<file path="src/rtl/pic_cmd_pkg.sv">
package pic_cmd_pkg;

    localparam int DW    = 8;
    localparam int LINES = 8;
    localparam int LW    = $clog2(LINES);

    // Bit positions inside control words
    localparam int B_START  = 4;
    localparam int B_MODEW  = 3;
    localparam int B_POLL   = 2;
    localparam int B_RSEL_E = 1;
    localparam int B_RSEL_V = 0;
    localparam int B_SMM_E  = 6;
    localparam int B_SMM_V  = 5;
    localparam int B_NEED4  = 0;
    localparam int B_SINGLE = 1;
    localparam int B_SFN    = 4;
    localparam int B_AEOI   = 1;

    typedef enum logic [1:0] {
        ST_RUN = 2'd0,
        ST_W2  = 2'd1,
        ST_W3  = 2'd2,
        ST_W4  = 2'd3
    } init_st_e;

    typedef enum logic [2:0] {
        CMD_ROT_CLR = 3'd0,
        CMD_NS_EOI  = 3'd1,
        CMD_NOP     = 3'd2,
        CMD_SP_EOI  = 3'd3,
        CMD_ROT_SET = 3'd4,
        CMD_NS_ROT  = 3'd5,
        CMD_SET_PRI = 3'd6,
        CMD_SP_ROT  = 3'd7
    } cmd_e;

    typedef struct packed {
        logic start;
        logic modew;
        logic cmdw;
        logic dataw;
    } wr_kind_t;

    typedef struct packed {
        logic aeoi;
        logic rot_aeoi;
        logic smm;
        logic sfn;
        logic poll;
        logic rsel;
    } mode_t;

    function automatic wr_kind_t classify(input logic en, input logic a0,
                                          input logic [DW-1:0] d);
        wr_kind_t k;
        k.start = en && !a0 && d[B_START];
        k.modew = en && !a0 && !d[B_START] && d[B_MODEW];
        k.cmdw  = en && !a0 && !d[B_START] && !d[B_MODEW];
        k.dataw = en && a0;
        return k;
    endfunction

endpackage

</file>
<file path="src/rtl/pic_prio_pick.sv">
module pic_prio_pick #(
    parameter int N  = 8,
    parameter int LW = $clog2(N)
) (
    input  logic [N-1:0]  mask,
    input  logic [LW-1:0] offset,
    output logic          hit,
    output logic [LW-1:0] line,
    output logic [LW:0]   rank
);
    logic [N-1:0] rot;

    // rot[k] is the line whose rank is k
    for (genvar k = 0; k < N; k++) begin : g_rot
        logic [LW-1:0] src;
        assign src    = offset + LW'(k);
        assign rot[k] = mask[src];
    end

    always_comb begin
        hit  = 1'b0;
        line = '0;
        rank = (LW+1)'(N);
        for (int k = N - 1; k >= 0; k--) begin
            if (rot[k]) begin
                hit  = 1'b1;
                line = offset + LW'(k);
                rank = (LW+1)'(k);
            end
        end
    end
endmodule

</file>
<file path="src/rtl/pic_init_seq.sv">
module pic_init_seq
    import pic_cmd_pkg::*;
(
    input  logic     clk,
    input  logic     rst,
    input  logic     start,
    input  logic     single_in,
    input  logic     need4_in,
    input  logic     data_wr,
    output init_st_e stage,
    output logic     busy
);
    init_st_e st_q;
    logic     single_q;
    logic     need4_q;

    always_ff @(posedge clk) begin
        if (rst) begin
            st_q     <= ST_RUN;
            single_q <= 1'b0;
            need4_q  <= 1'b0;
        end else if (start) begin
            st_q     <= ST_W2;
            single_q <= single_in;
            need4_q  <= need4_in;
        end else if (data_wr) begin
            unique case (st_q)
                ST_W2:   st_q <= !single_q ? ST_W3 : (need4_q ? ST_W4 : ST_RUN);
                ST_W3:   st_q <= need4_q ? ST_W4 : ST_RUN;
                ST_W4:   st_q <= ST_RUN;
                default: st_q <= ST_RUN;
            endcase
        end
    end

    assign stage = st_q;
    assign busy  = (st_q != ST_RUN);
endmodule

</file>
<file path="src/rtl/pic_cmd_seq.sv">
module pic_cmd_seq
    import pic_cmd_pkg::*;
(
    input  logic          clk,
    input  logic          rst,
    input  logic          wr_en,
    input  logic          rd_en,
    input  logic          addr,
    input  logic [DW-1:0] wdata,
    output logic [DW-1:0] rdata,
    input  logic [DW-1:0] irr_in,
    input  logic [DW-1:0] lvl_mask,
    output logic [DW-1:0] irr_clr,
    output logic          int_out,
    output logic [DW-1:0] vec_base,
    output logic          sfn_mode
);
    logic [LINES-1:0] imr;
    logic [LINES-1:0] isr;
    logic [LW-1:0]    offset;
    logic [DW-1:0]    vec_q;
    mode_t            mode_q;
    logic [DW-1:0]    rdata_q;
    logic [DW-1:0]    clr_q;

    wr_kind_t  kind;
    init_st_e  stage;
    logic      busy;
    cmd_e      cmd;
    logic [LW-1:0] sel_line;

    assign kind     = classify(wr_en, addr, wdata);
    assign cmd      = cmd_e'(wdata[DW-1:DW-3]);
    assign sel_line = wdata[LW-1:0];

    pic_init_seq u_init (
        .clk       (clk),
        .rst       (rst),
        .start     (kind.start),
        .single_in (wdata[B_SINGLE]),
        .need4_in  (wdata[B_NEED4]),
        .data_wr   (kind.dataw),
        .stage     (stage),
        .busy      (busy)
    );

    // Request side of the resolver
    logic [LINES-1:0] req_vec;
    logic             rq_hit;
    logic [LW-1:0]    rq_line;
    logic [LW:0]      rq_rank;

    assign req_vec = irr_in[LINES-1:0] & ~imr;

    pic_prio_pick #(.N(LINES)) u_req_pick (
        .mask   (req_vec),
        .offset (offset),
        .hit    (rq_hit),
        .line   (rq_line),
        .rank   (rq_rank)
    );

    // In-service side: blocks lower requests and picks the non-specific EOI line
    logic [LINES-1:0] svc_vec;
    logic             sv_hit;
    logic [LW-1:0]    sv_line;
    logic [LW:0]      sv_rank;

    assign svc_vec = mode_q.smm ? (isr & ~imr) : isr;

    pic_prio_pick #(.N(LINES)) u_svc_pick (
        .mask   (svc_vec),
        .offset (offset),
        .hit    (sv_hit),
        .line   (sv_line),
        .rank   (sv_rank)
    );

    logic grant;
    logic poll_rd;
    assign grant   = rq_hit && (rq_rank < sv_rank);
    assign int_out = grant && !busy;
    assign poll_rd = rd_en && !wr_en && mode_q.poll;

    always_ff @(posedge clk) begin
        if (rst) begin
            imr     <= '0;
            isr     <= '0;
            offset  <= '0;
            vec_q   <= '0;
            mode_q  <= '0;
            rdata_q <= '0;
            clr_q   <= '0;
        end else begin
            clr_q <= '0;
            if (kind.start) begin
                clr_q           <= ~lvl_mask;
                imr             <= '0;
                isr             <= '0;
                offset          <= '0;
                mode_q.rot_aeoi <= 1'b0;
                mode_q.smm      <= 1'b0;
                mode_q.rsel     <= 1'b0;
                mode_q.poll     <= 1'b0;
                if (!wdata[B_NEED4]) begin
                    mode_q.aeoi <= 1'b0;
                    mode_q.sfn  <= 1'b0;
                end
            end else if (kind.modew) begin
                if (wdata[B_POLL])   mode_q.poll <= 1'b1;
                if (wdata[B_RSEL_E]) mode_q.rsel <= wdata[B_RSEL_V];
                if (wdata[B_SMM_E])  mode_q.smm  <= wdata[B_SMM_V];
            end else if (kind.cmdw) begin
                unique case (cmd)
                    CMD_ROT_CLR, CMD_ROT_SET:
                        mode_q.rot_aeoi <= cmd[2];
                    CMD_NS_EOI, CMD_NS_ROT: begin
                        if (sv_hit) begin
                            isr[sv_line] <= 1'b0;
                            if (cmd[2]) offset <= sv_line + LW'(1);
                        end
                    end
                    CMD_SP_EOI, CMD_SP_ROT: begin
                        isr[sel_line] <= 1'b0;
                        if (cmd[2]) offset <= sel_line + LW'(1);
                    end
                    CMD_SET_PRI:
                        offset <= sel_line + LW'(1);
                    default: ;
                endcase
            end else if (kind.dataw) begin
                unique case (stage)
                    ST_RUN: imr   <= wdata[LINES-1:0];
                    ST_W2:  vec_q <= {wdata[DW-1:LW], {LW{1'b0}}};
                    ST_W4: begin
                        mode_q.sfn  <= wdata[B_SFN];
                        mode_q.aeoi <= wdata[B_AEOI];
                    end
                    default: ;
                endcase
            end else if (poll_rd) begin
                mode_q.poll <= 1'b0;
                if (int_out) begin
                    rdata_q          <= {1'b1, {(DW-1-LW){1'b0}}, rq_line};
                    clr_q[rq_line]   <= !lvl_mask[rq_line];
                    if (!mode_q.aeoi)
                        isr[rq_line] <= 1'b1;
                    else if (mode_q.rot_aeoi)
                        offset <= rq_line + LW'(1);
                end else begin
                    rdata_q <= '0;
                end
            end else if (rd_en) begin
                if (addr)
                    rdata_q <= imr;
                else
                    rdata_q <= mode_q.rsel ? isr : irr_in;
            end
        end
    end

    assign rdata    = rdata_q;
    assign irr_clr  = clr_q;
    assign vec_base = vec_q;
    assign sfn_mode = mode_q.sfn;
endmodule

</file>
<file path="config.mk">
export PLATFORM = sky130hd
export DESIGN_NAME = pic_cmd_seq
export DESIGN_NICKNAME = d
export VERILOG_FILES = /design/src/rtl/pic_cmd_pkg.sv /design/src/rtl/pic_prio_pick.sv /design/src/rtl/pic_init_seq.sv /design/src/rtl/pic_cmd_seq.sv
export SDC_FILE = /design/constraint.sdc
export NUM_CORES = 1
export LEC_CHECK = 0
export CAP_MARGIN = 20
export CORE_MARGIN = 2
export CORE_UTILIZATION = 45
export CTS_BUF_LIST = sky130_fd_sc_hd__clkbuf_4
export DETAILED_ROUTE_END_ITERATION = 8
export PLACE_DENSITY = 0.68
export SLEW_MARGIN = 20
export SYNTH_ARGS = -nofsm -noshare
export SYNTH_HDL_FRONTEND = slang
export SYNTH_SLANG_ARGS = --single-unit
</file>
<file path="constraint.sdc">
create_clock -name clk -period 7.1 [get_ports clk]
set_input_delay 2.13 -clock clk [delete_from_list [all_inputs] [get_ports clk]]
set_output_delay 2.13 -clock clk [all_outputs]
set_load 0.02 [all_outputs]
</file>
# == Word-level counts from Yosys, hierarchy flattened ==
# Cells that the tools add are included.
# word_totals
inputBits,29
word_cells,263
ff_bits,50
output_inout_bits,26
# classes
bitwise_logic,14
n_reduce_logical,44
n_lt_le_gt_ge,15
mux,142
n_eq_ne,22
n_addsub,10
# op_table
operator,count
8-bit two-way mux,18
3-bit two-way mux,25
4-bit two-way mux,16
1-bit two-way mux,55
1-bit binary-select mux with 3-bit select,17
"3-bit by 4-bit < comparator with 1-bit output, second input constant",11
8-bit bitwise AND,5
8-bit inverter,4
2-bit nonzero test,9
8-bit case mux with 2 select lines,1
5-bit AND reduction,3
1-bit logical AND,13
"3-bit by 1-bit adder with 3-bit output, second input constant",4
"3-bit adder, second input constant",4
"3-bit == test, second input constant",4
10-bit AND reduction,1
1-bit demux with 3-bit select,3
"3-bit by 1-bit >= comparator with 1-bit output, second input constant",3
"3-bit inequality test, second input constant",3
3-bit case mux with 3 select lines,1
2-bit two-way mux,4
"2-bit by 1-bit inequality test with 1-bit output, second input constant",4
"2-bit inequality test, second input constant",4
8-bit bitwise OR,1
19 further kinds,34

# == Longest topological paths before layout ==
# Gate-level depths: netlist of run 1.
# depth
depth_word,23
depth_mapped,18
depth_no_buf,15

# == Cells and area by module ==
# A second synthesis of run 1 with hierarchy kept.
# hier_totals
cells_unflattened,561
hier_area_um2,4762.1
# by_module_without_submodules
mod,cells_per_inst,area_per_inst_um2,n_inst,seq_area_each_um2
pic_cmd_seq,325,2678.8,1,920.9
pic_prio_pick,106,933.4,2,0.0
pic_init_seq,24,216.5,1,80.1

# == Worst setup path before layout of run 1 ==
# Ideal clock, no wire load.
# synth_timing
kind,input-to-output
from,input irr_in[7]
to,output int_out
required_ps,4970
path_slack_ps,-65
t_arrival_ps,5035
path_buffers,1
path_stages,10
path_cell_list,nor2b_1 -> mux4_2 -> mux2_2 -> or4b_4 -> nor3_1 -> ha_1 -> a211oi_1 -> o31ai_4 -> a21oi_2 -> buf_4
# synth_between
elab_chain_cells,14
word_cells_on_any_way,36
classes_between,1 x order compare; 32 x mux; 1 x bitwise; 2 x reduce/logical
# synth_rtl
item,line_no,rtl
from (decl),pic_cmd_seq.sv:11,"input logic [DW-1:0] irr_in,"
8-bit bitwise AND (*),pic_cmd_seq.sv:53,assign req_vec = irr_in[LINES-1:0] & ~imr;
1-bit binary-select mux with 3-bit select,pic_prio_pick.sv:17,assign rot[k] = mask[src];
1-bit two-way mux (not written as such),pic_prio_pick.sv:17,
4-bit two-way mux (8 in a row),pic_prio_pick.sv:25,if (rot[k]) begin
4-bit < comparator,pic_cmd_seq.sv:81,assign grant = rq_hit && (rq_rank < sv_rank);
1-bit logical AND (*),pic_cmd_seq.sv:81,
1-bit logical AND (*),pic_cmd_seq.sv:82,assign int_out = grant && !busy;
to (decl),pic_cmd_seq.sv:14,"output logic int_out,"
# Every way passes the cells marked *; elsewhere a longest branch is shown, timed or not. The select of a mux whose other input is x is not followed.

# == Worst setup path after layout of run 1 ==
# layout_timing
from,input irr_in[2]
to,output int_out
# The elaborated chain is that of the path after synthesis.

==> results of run 1 <==
Yosys cell counts (4+ instances only):
| cell | instances |
|---|---|
| ha_1 | 10 |
| nand2b_1 | 20 |
| or2_2 | 4 |
| mux2i_1 | 35 |
| or3_1 | 4 |
| o22ai_1 | 9 |
| nor3_1 | 16 |
| buf_2 | 5 |
| a22oi_1 | 8 |
| nand3b_1 | 4 |
| nor2_1 | 44 |
| dfxtp_1 | 50 |
| a211o_1 | 4 |
| clkbuf_1 | 25 |
| nand3_1 | 23 |
| inv_1 | 14 |
| nor4_1 | 5 |
| nor2b_1 | 13 |
| a211oi_1 | 17 |
| o21a_1 | 9 |
| a21o_1 | 7 |
| a21oi_1 | 56 |
| buf_4 | 5 |
| mux4_2 | 21 |
| and2_1 | 9 |
| o21ai_0 | 31 |
| nand2_1 | 47 |
| a41oi_1 | 4 |
| mux2_2 | 8 |
| a31oi_1 | 9 |
sequential cells by signal (all words and copies together), names as in the netlist:
signal,count
irr_clr,8
rdata,8
u_init.single_q,1
isr,8
sfn_mode,1
mode_q,5
u_init.need4_q,1
offset,3
u_init.stage,2
imr,8
vec_base,5
layer usage:
| metal | global-route usage, % | wire length [um] |
|---|---|---|
| met1 | 39.7 | 7210 |
| met3 | 3.86 | 1200 |
| met2 | 48.6 | 7800 |
| met5 | 0 | 0 |
| met4 | 8.79 | 409 |
worst max-delay path by stage:
stage | from | end | cells past startpoint
after floorplan | irr_in[7] | int_out | 10
after global placement | irr_in[2] | int_out | 11
after detailed placement | irr_in[2] | int_out | 11
after CTS | irr_in[1] | int_out | 11
after global routing | irr_in[0] | int_out | 11
final | irr_in[2] | int_out | 11
cell families after synthesis:
logic type / after synthesis / share of synthesized area [%]
other: 1 / 0.0765
XOR/XNOR: 4 / 1.02
AND/OR/NAND/NOR: 207 / 21.6
flip-flops: 50 / 20.4
AO/OA/AOI/OAI: 199 / 28.0
buffers and inverters: 59 / 5.95
adder cells (fa/ha/maj): 10 / 2.55
multiplexers: 70 / 20.4
layout by cell type, fill, tap and decap left out, types with 10 or more instances in the layout:
cell type         n
nor3_1           15
a21oi_1          56
o21ai_0          31
mux4_2           21
nand3_1          23
nand2b_1         20
ha_1             10
dfxtp_1          49
buf_4            68
mux2i_1          35
nand2_1          47
inv_1            14
clkdlybuf4s50_1  42
a211oi_1         16
nor2_1           44
tightest hold or removal path, delay by kind of cell (launching register included):
family,cells,cell delay (ns)
flops,1,0.33
compound gates,1,0.05
simple gates,1,0.05
what timing repair did:
action	CTS	global route
buffers inserted	8	3
pin swaps	5	5
resized for setup	37	19
endpoints found under the setup margin	1	1
endpoints found under the hold margin	0	0
layout make-up:
| type | count | area share, % |
|---|---|---|
| inverters | 17 | 1.10 |
| clock buffers | 6 | 0.748 |
| well taps | 140 | 2.91 |
| multi-input cells | 493 | 61.5 |
| clock inverters | 2 | 0.146 |
| flip-flops and latches | 50 | 16.7 |
| repair buffers | 121 | 16.9 |
stage by stage:
step / cell area [sq um] / utilization (%) / instances
floorplan: 4910 / - / 602
global placement: 5820 / 54.1 / 810
detailed placement: 5820 / 54.1 / 810
CTS: 5990 / 55.8 / 826
global route: 6020 / 56.0 / 829
finish: 6020 / 56.0 / 829
report_power, final:
part	switching (uW)	leakage, uW	total [uW]	internal [uW]
combinational	118	0.00181	222	104
sequential	8.87	0.000405	296	287
clock	91.6	0.0000331	133	41.2
==> flow_summary.json, run 1 <==
{
  "avgSynthCellArea_sq_um": 8.17,
  "path_clk_slew_ns": 0.14,
  "fin_skew_ns": 0.00552,
  "layout_setup_ws_ns": -0.0289,
  "timing.fmax_mhz": 140,
  "status": "finished with violations",
  "hp-class": "flop to flop",
  "area_growth_pct": 22.8,
  "reg2reg_slack_ns": 2.29,
  "clock_path_buffers": 2,
  "ant_nets": 0,
  "syn-cell-area_sq_um": 4900,
  "cts_tree": "built",
  "final_nets": 727,
  "hp-start": "vec_base[7]",
  "period_share_pct": 100,
  "arrival_ns": 5.00,
  "die_x_um": 108,
  "cts_sinks": 50,
  "seqCellArea_sq_um": 1000,
  "timing.hold.ws_ns": 0.469,
  "slowest_stage": "or4b_4",
  "whs_endpoint": "vec_base[7]",
  "critical_path.max_stage_delay_ns": 0.56,
  "rsz0062_at_grt": "yes",
  "drt_iter0_drc": 407,
  "hpwlAfterDp_um": 12900,
  "cts_hold_buf": 0,
  "critPathLaunchType": "primary input",
  "critPathKind": "primary input to output port",
  "r2r-end": "offset[1]",
  "vias": 5227,
  "clock_latency_ns": 0.38,
  "cp-end-kind": "output port",
  "yosys.area.top_type": "dfxtp_1",
  "cp_num_buf_inv": 2,
  "failed_checks": "negative setup slack",
  "tightest_slew_ns": 0.783,
  "grt_max_degree": 27,
  "initial_utilization_pct": 45.6,
  "path_max_fanout": 3,
  "drtPass1Iterations": 4,
  "synth.area.top_cells": "dfxtp_1 (20%), mux4_2 (9.7%), mux2i_1 (7.1%)",
  "power_uw": 651,
  "grt_pass1_wl_um": 26800,
  "power.density_nw_per_um2": 108,
  "wl_um": 16600,
  "coreArea_sq_um": 10700,
  "timing.critical_path.mode_cell": "buf_6",
  "tns_ns": -0.0289,
  "maxSlewViolCount": 0,
  "place.gp.congestion": 0.959,
  "htree_levels": 2,
  "wire_per_inst_um": 20.0,
  "worstRegToRegCells": 18,
  "finalSetupViolCount": 1,
  "cp_top_family": "simple AND/OR/NAND/NOR gates",
  "timing.rr.start": "offset[0]",
  "hold_viol": 0,
  "grt-ovfl-total": 0,
  "numCtsBuffers": 5,
  "max_slew_margin_pct": 47.6,
  "synthCells": 600,
  "hold_depth": 2,
  "fin_crit_ns": 7.13,
  "grt_usage_pct": 29.3,
  "leakage_uw": 0.00224,
  "yosysUniqueCellTypes": 89,
  "portBuffers": 51,
  "dieArea_sq_um": 11700,
  "multi_input_area_sq_um": 3700,
  "maxCapViolations": 0,
  "grt_pass1_vias": 4928,
  "synth-async-reset-ratio_pct": 0,
  "post-place-ws_ns": -0.885,
  "antenna_found_initial": 0,
  "drive_gt1_share_pct": 21.8,
  "peakVddDrop_mv": 0.156,
  "synth_edf_count": 0,
  "fp.dieH_um": 108,
  "clockRootBuffer": "clkbuf_4",
  "yosysSeqAreaShare_pct": 20.4,
  "drcViolationCount": 0,
  "vias_per_cell": 6.31,
  "rows": 38,
  "ys_ff_latch": 50,
  "required_ns": 4.97,
  "n_antenna_cell": 0,
  "synth_ff_type": "dfxtp_1",
  "yosysWarnings": 0,
  "yosysTopAreaCellShare_pct": 20.4,
  "crit_path_cell_trace": "buf_6 > nor2b_4 > mux4_2 > mux2_4 > or4b_4 > nor3_2 > ha_1 > a211oi_2 > o31ai_4 > a21oi_2 > buf_6",
  "io_pins": 55,
  "fillerInstances": 1002
}
Power figures use the tool's default switching activity.
==> inputs of run 2 (changes only) <==
- HOLD_SLACK_MARGIN: not set -> 0.12
- SETUP_SLACK_MARGIN: not set -> 0.3
==> run 2 against run 1 <==
The run now ends clean. Critical path type unchanged. Flip-flop and latch count did not move. First-iteration DRC count down 5.2%. Core utilization grew 0.093 points. Global-route usage shrank 0.25 points.
==> flow_summary.json, run 2 (same netlist as run 1, synthesis figures left out) <==
{
  "grt_usage_pct": 29.0,
  "max_slew_margin_pct": 46.2,
  "period_share_pct": 98.3,
  "tns_ns": 0,
  "leakage_uw": 0.00224,
  "hpwlAfterDp_um": 12900,
  "fin_skew_ns": 0.00634,
  "tightest_slew_ns": 0.805,
  "critical_path.max_stage_delay_ns": 0.53,
  "critPathLaunchType": "primary input",
  "clockRootBuffer": "clkbuf_4",
  "wire_per_inst_um": 20.2,
  "grt-ovfl-total": 0,
  "cts_tree": "built",
  "path_max_fanout": 3,
  "cp.depth": 12,
  "vias_per_cell": 6.37,
  "arrival_ns": 4.85,
  "cts_sinks": 50,
  "place_area_sq_um": 5850,
  "clock_latency_ns": 0.38,
  "cp-end-kind": "output port",
  "fillerInstances": 1027,
  "final_area_sq_um": 6030,
  "final_cell_mix": "buf_4 (67), a21oi_1 (56), dfxtp_1 (49)",
  "hp-class": "flop to flop",
  "io_pins": 55,
  "maxCapViolations": 0,
  "vias": 5245,
  "coreArea_sq_um": 10700,
  "fp.dieH_um": 108,
  "antenna_found_initial": 0,
  "timing.fmax_mhz": 143,
  "ant_nets": 0,
  "drt_iter0_drc": 386,
  "grt_pass1_wl_um": 26800,
  "slowest_stage": "mux4_2",
  "drive_gt1_share_pct": 21.3,
  "drtPass1Iterations": 7,
  "dieArea_sq_um": 11700,
  "fin_crit_ns": 6.98,
  "cp_num_buf_inv": 3,
  "die_x_um": 108,
  "timing.critical_path.mode_cell": "buf_6",
  "crit_path_cell_trace": "buf_6 > nor2b_4 > mux4_2 > buf_4 > mux2i_2 > or4b_4 > nor3_4 > ha_4 > a211oi_4 > o31ai_4 > a21oi_2 > buf_6",
  "rsz0062_at_grt": "yes",
  "maxSlewViolCount": 0,
  "worstRegToRegCells": 15,
  "reg2reg_slack_ns": 2.20,
  "initial_utilization_pct": 45.6,
  "portBuffers": 51,
  "rows": 38,
  "final_nets": 724,
  "required_ns": 4.97,
  "wl_um": 16700,
  "place.gp.congestion": 0.961,
  "drcViolationCount": 0,
  "numCtsBuffers": 5,
  "grt_max_degree": 25,
  "grt_pass1_vias": 5066,
  "peakVddDrop_mv": 0.151,
  "area_growth_pct": 23.0,
  "n_antenna_cell": 0,
  "finalSetupViolCount": 0,
  "power.density_nw_per_um2": 106,
  "critPathKind": "primary input to output port",
  "path_clk_slew_ns": 0.13,
  "status": "complete, no violations",
  "hold_viol": 0,
  "hold_depth": 2,
  "clock_path_buffers": 2,
  "cp_top_family": "simple AND/OR/NAND/NOR gates",
  "final_common_cell": "buf_4",
  "htree_levels": 2
}
==> run 2: metal layers <==
layer,track usage (%),share of wire [%]
met5,0,0
met2,48.6,47
met1,37.7,41
met4,11.5,3.8
met3,4.16,8.0
==> run 2: final cells by class <==
class,count,area (sq um),area share (%)
inverter,17,66.3,1.10
timing repair buffer,118,1020,16.9
multi-input combinational,493,3730,61.8
sequential,50,1000,16.6
clock buffer,5,37.5,0.623
clock inverter,1,3.75,0.0623
tap,140,175,2.91
==> run 2: path summary, 6_finish.rpt <==
kind                     from           to
setup / recovery    irr_in[2]      int_out
hold / removal    vec_base[7]  vec_base[7]
setup reg to reg    offset[1]    offset[1]
hold reg to reg   vec_base[7]  vec_base[7]
==> run 2: timing repair <==
action                     4_1_cts  5_1_grt
pin swaps                        5        5
resized for setup               54        8
hold buffers                     0        0
setup buffers                    6        2
setup endpoints to repair        1        1
cloned                           0        0
==> run 2: through the flow <==
| stage | util, % | setup slack, ns | instances | total power [uW] | hold WS (ns) |
|---|---|---|---|---|---|
| 4_1_cts | 55.5 | 0.0386 | 822 | 633 | 0.471 |
| 2_1_floorplan | - | 0.226 | 602 | 424 | 0.461 |
| 3_5_place_dp | 54.4 | -0.728 | 810 | 511 | 0.449 |
| 6_report | 56.1 | 0.120 | 824 | 642 | 0.471 |
| 5_1_grt | 56.1 | 0.0666 | 824 | 669 | 0.491 |
| 3_3_place_gp | 54.4 | -0.677 | 810 | 508 | 0.447 |
==> run 2: power breakdown <==
group | switching, uW | internal (uW) | leakage [uW]
Combinational | 120 | 105 | 0.00181
Sequential | 8.94 | 287 | 0.000405
Clock | 86.5 | 34.0 | 0.0000246
Total | 215 | 426 | 0.00224
==> run 2: worst reg2reg max path: cells and delay by family (launching register included) <==
kind            cells  cell delay, ns
compound gates      5            1.22
mux                 2            0.82
simple gates        2            0.65
fa+ha+maj           2            0.60
buf+inv             3            0.55
flops               1            0.52
xor+xnor            1            0.44
==> inputs of run 3 (changes only) <==
- CAP_MARGIN: 20 -> 5
==> results of run 3 <==
Final layout, timing and power as in run 2 (identical DEF).
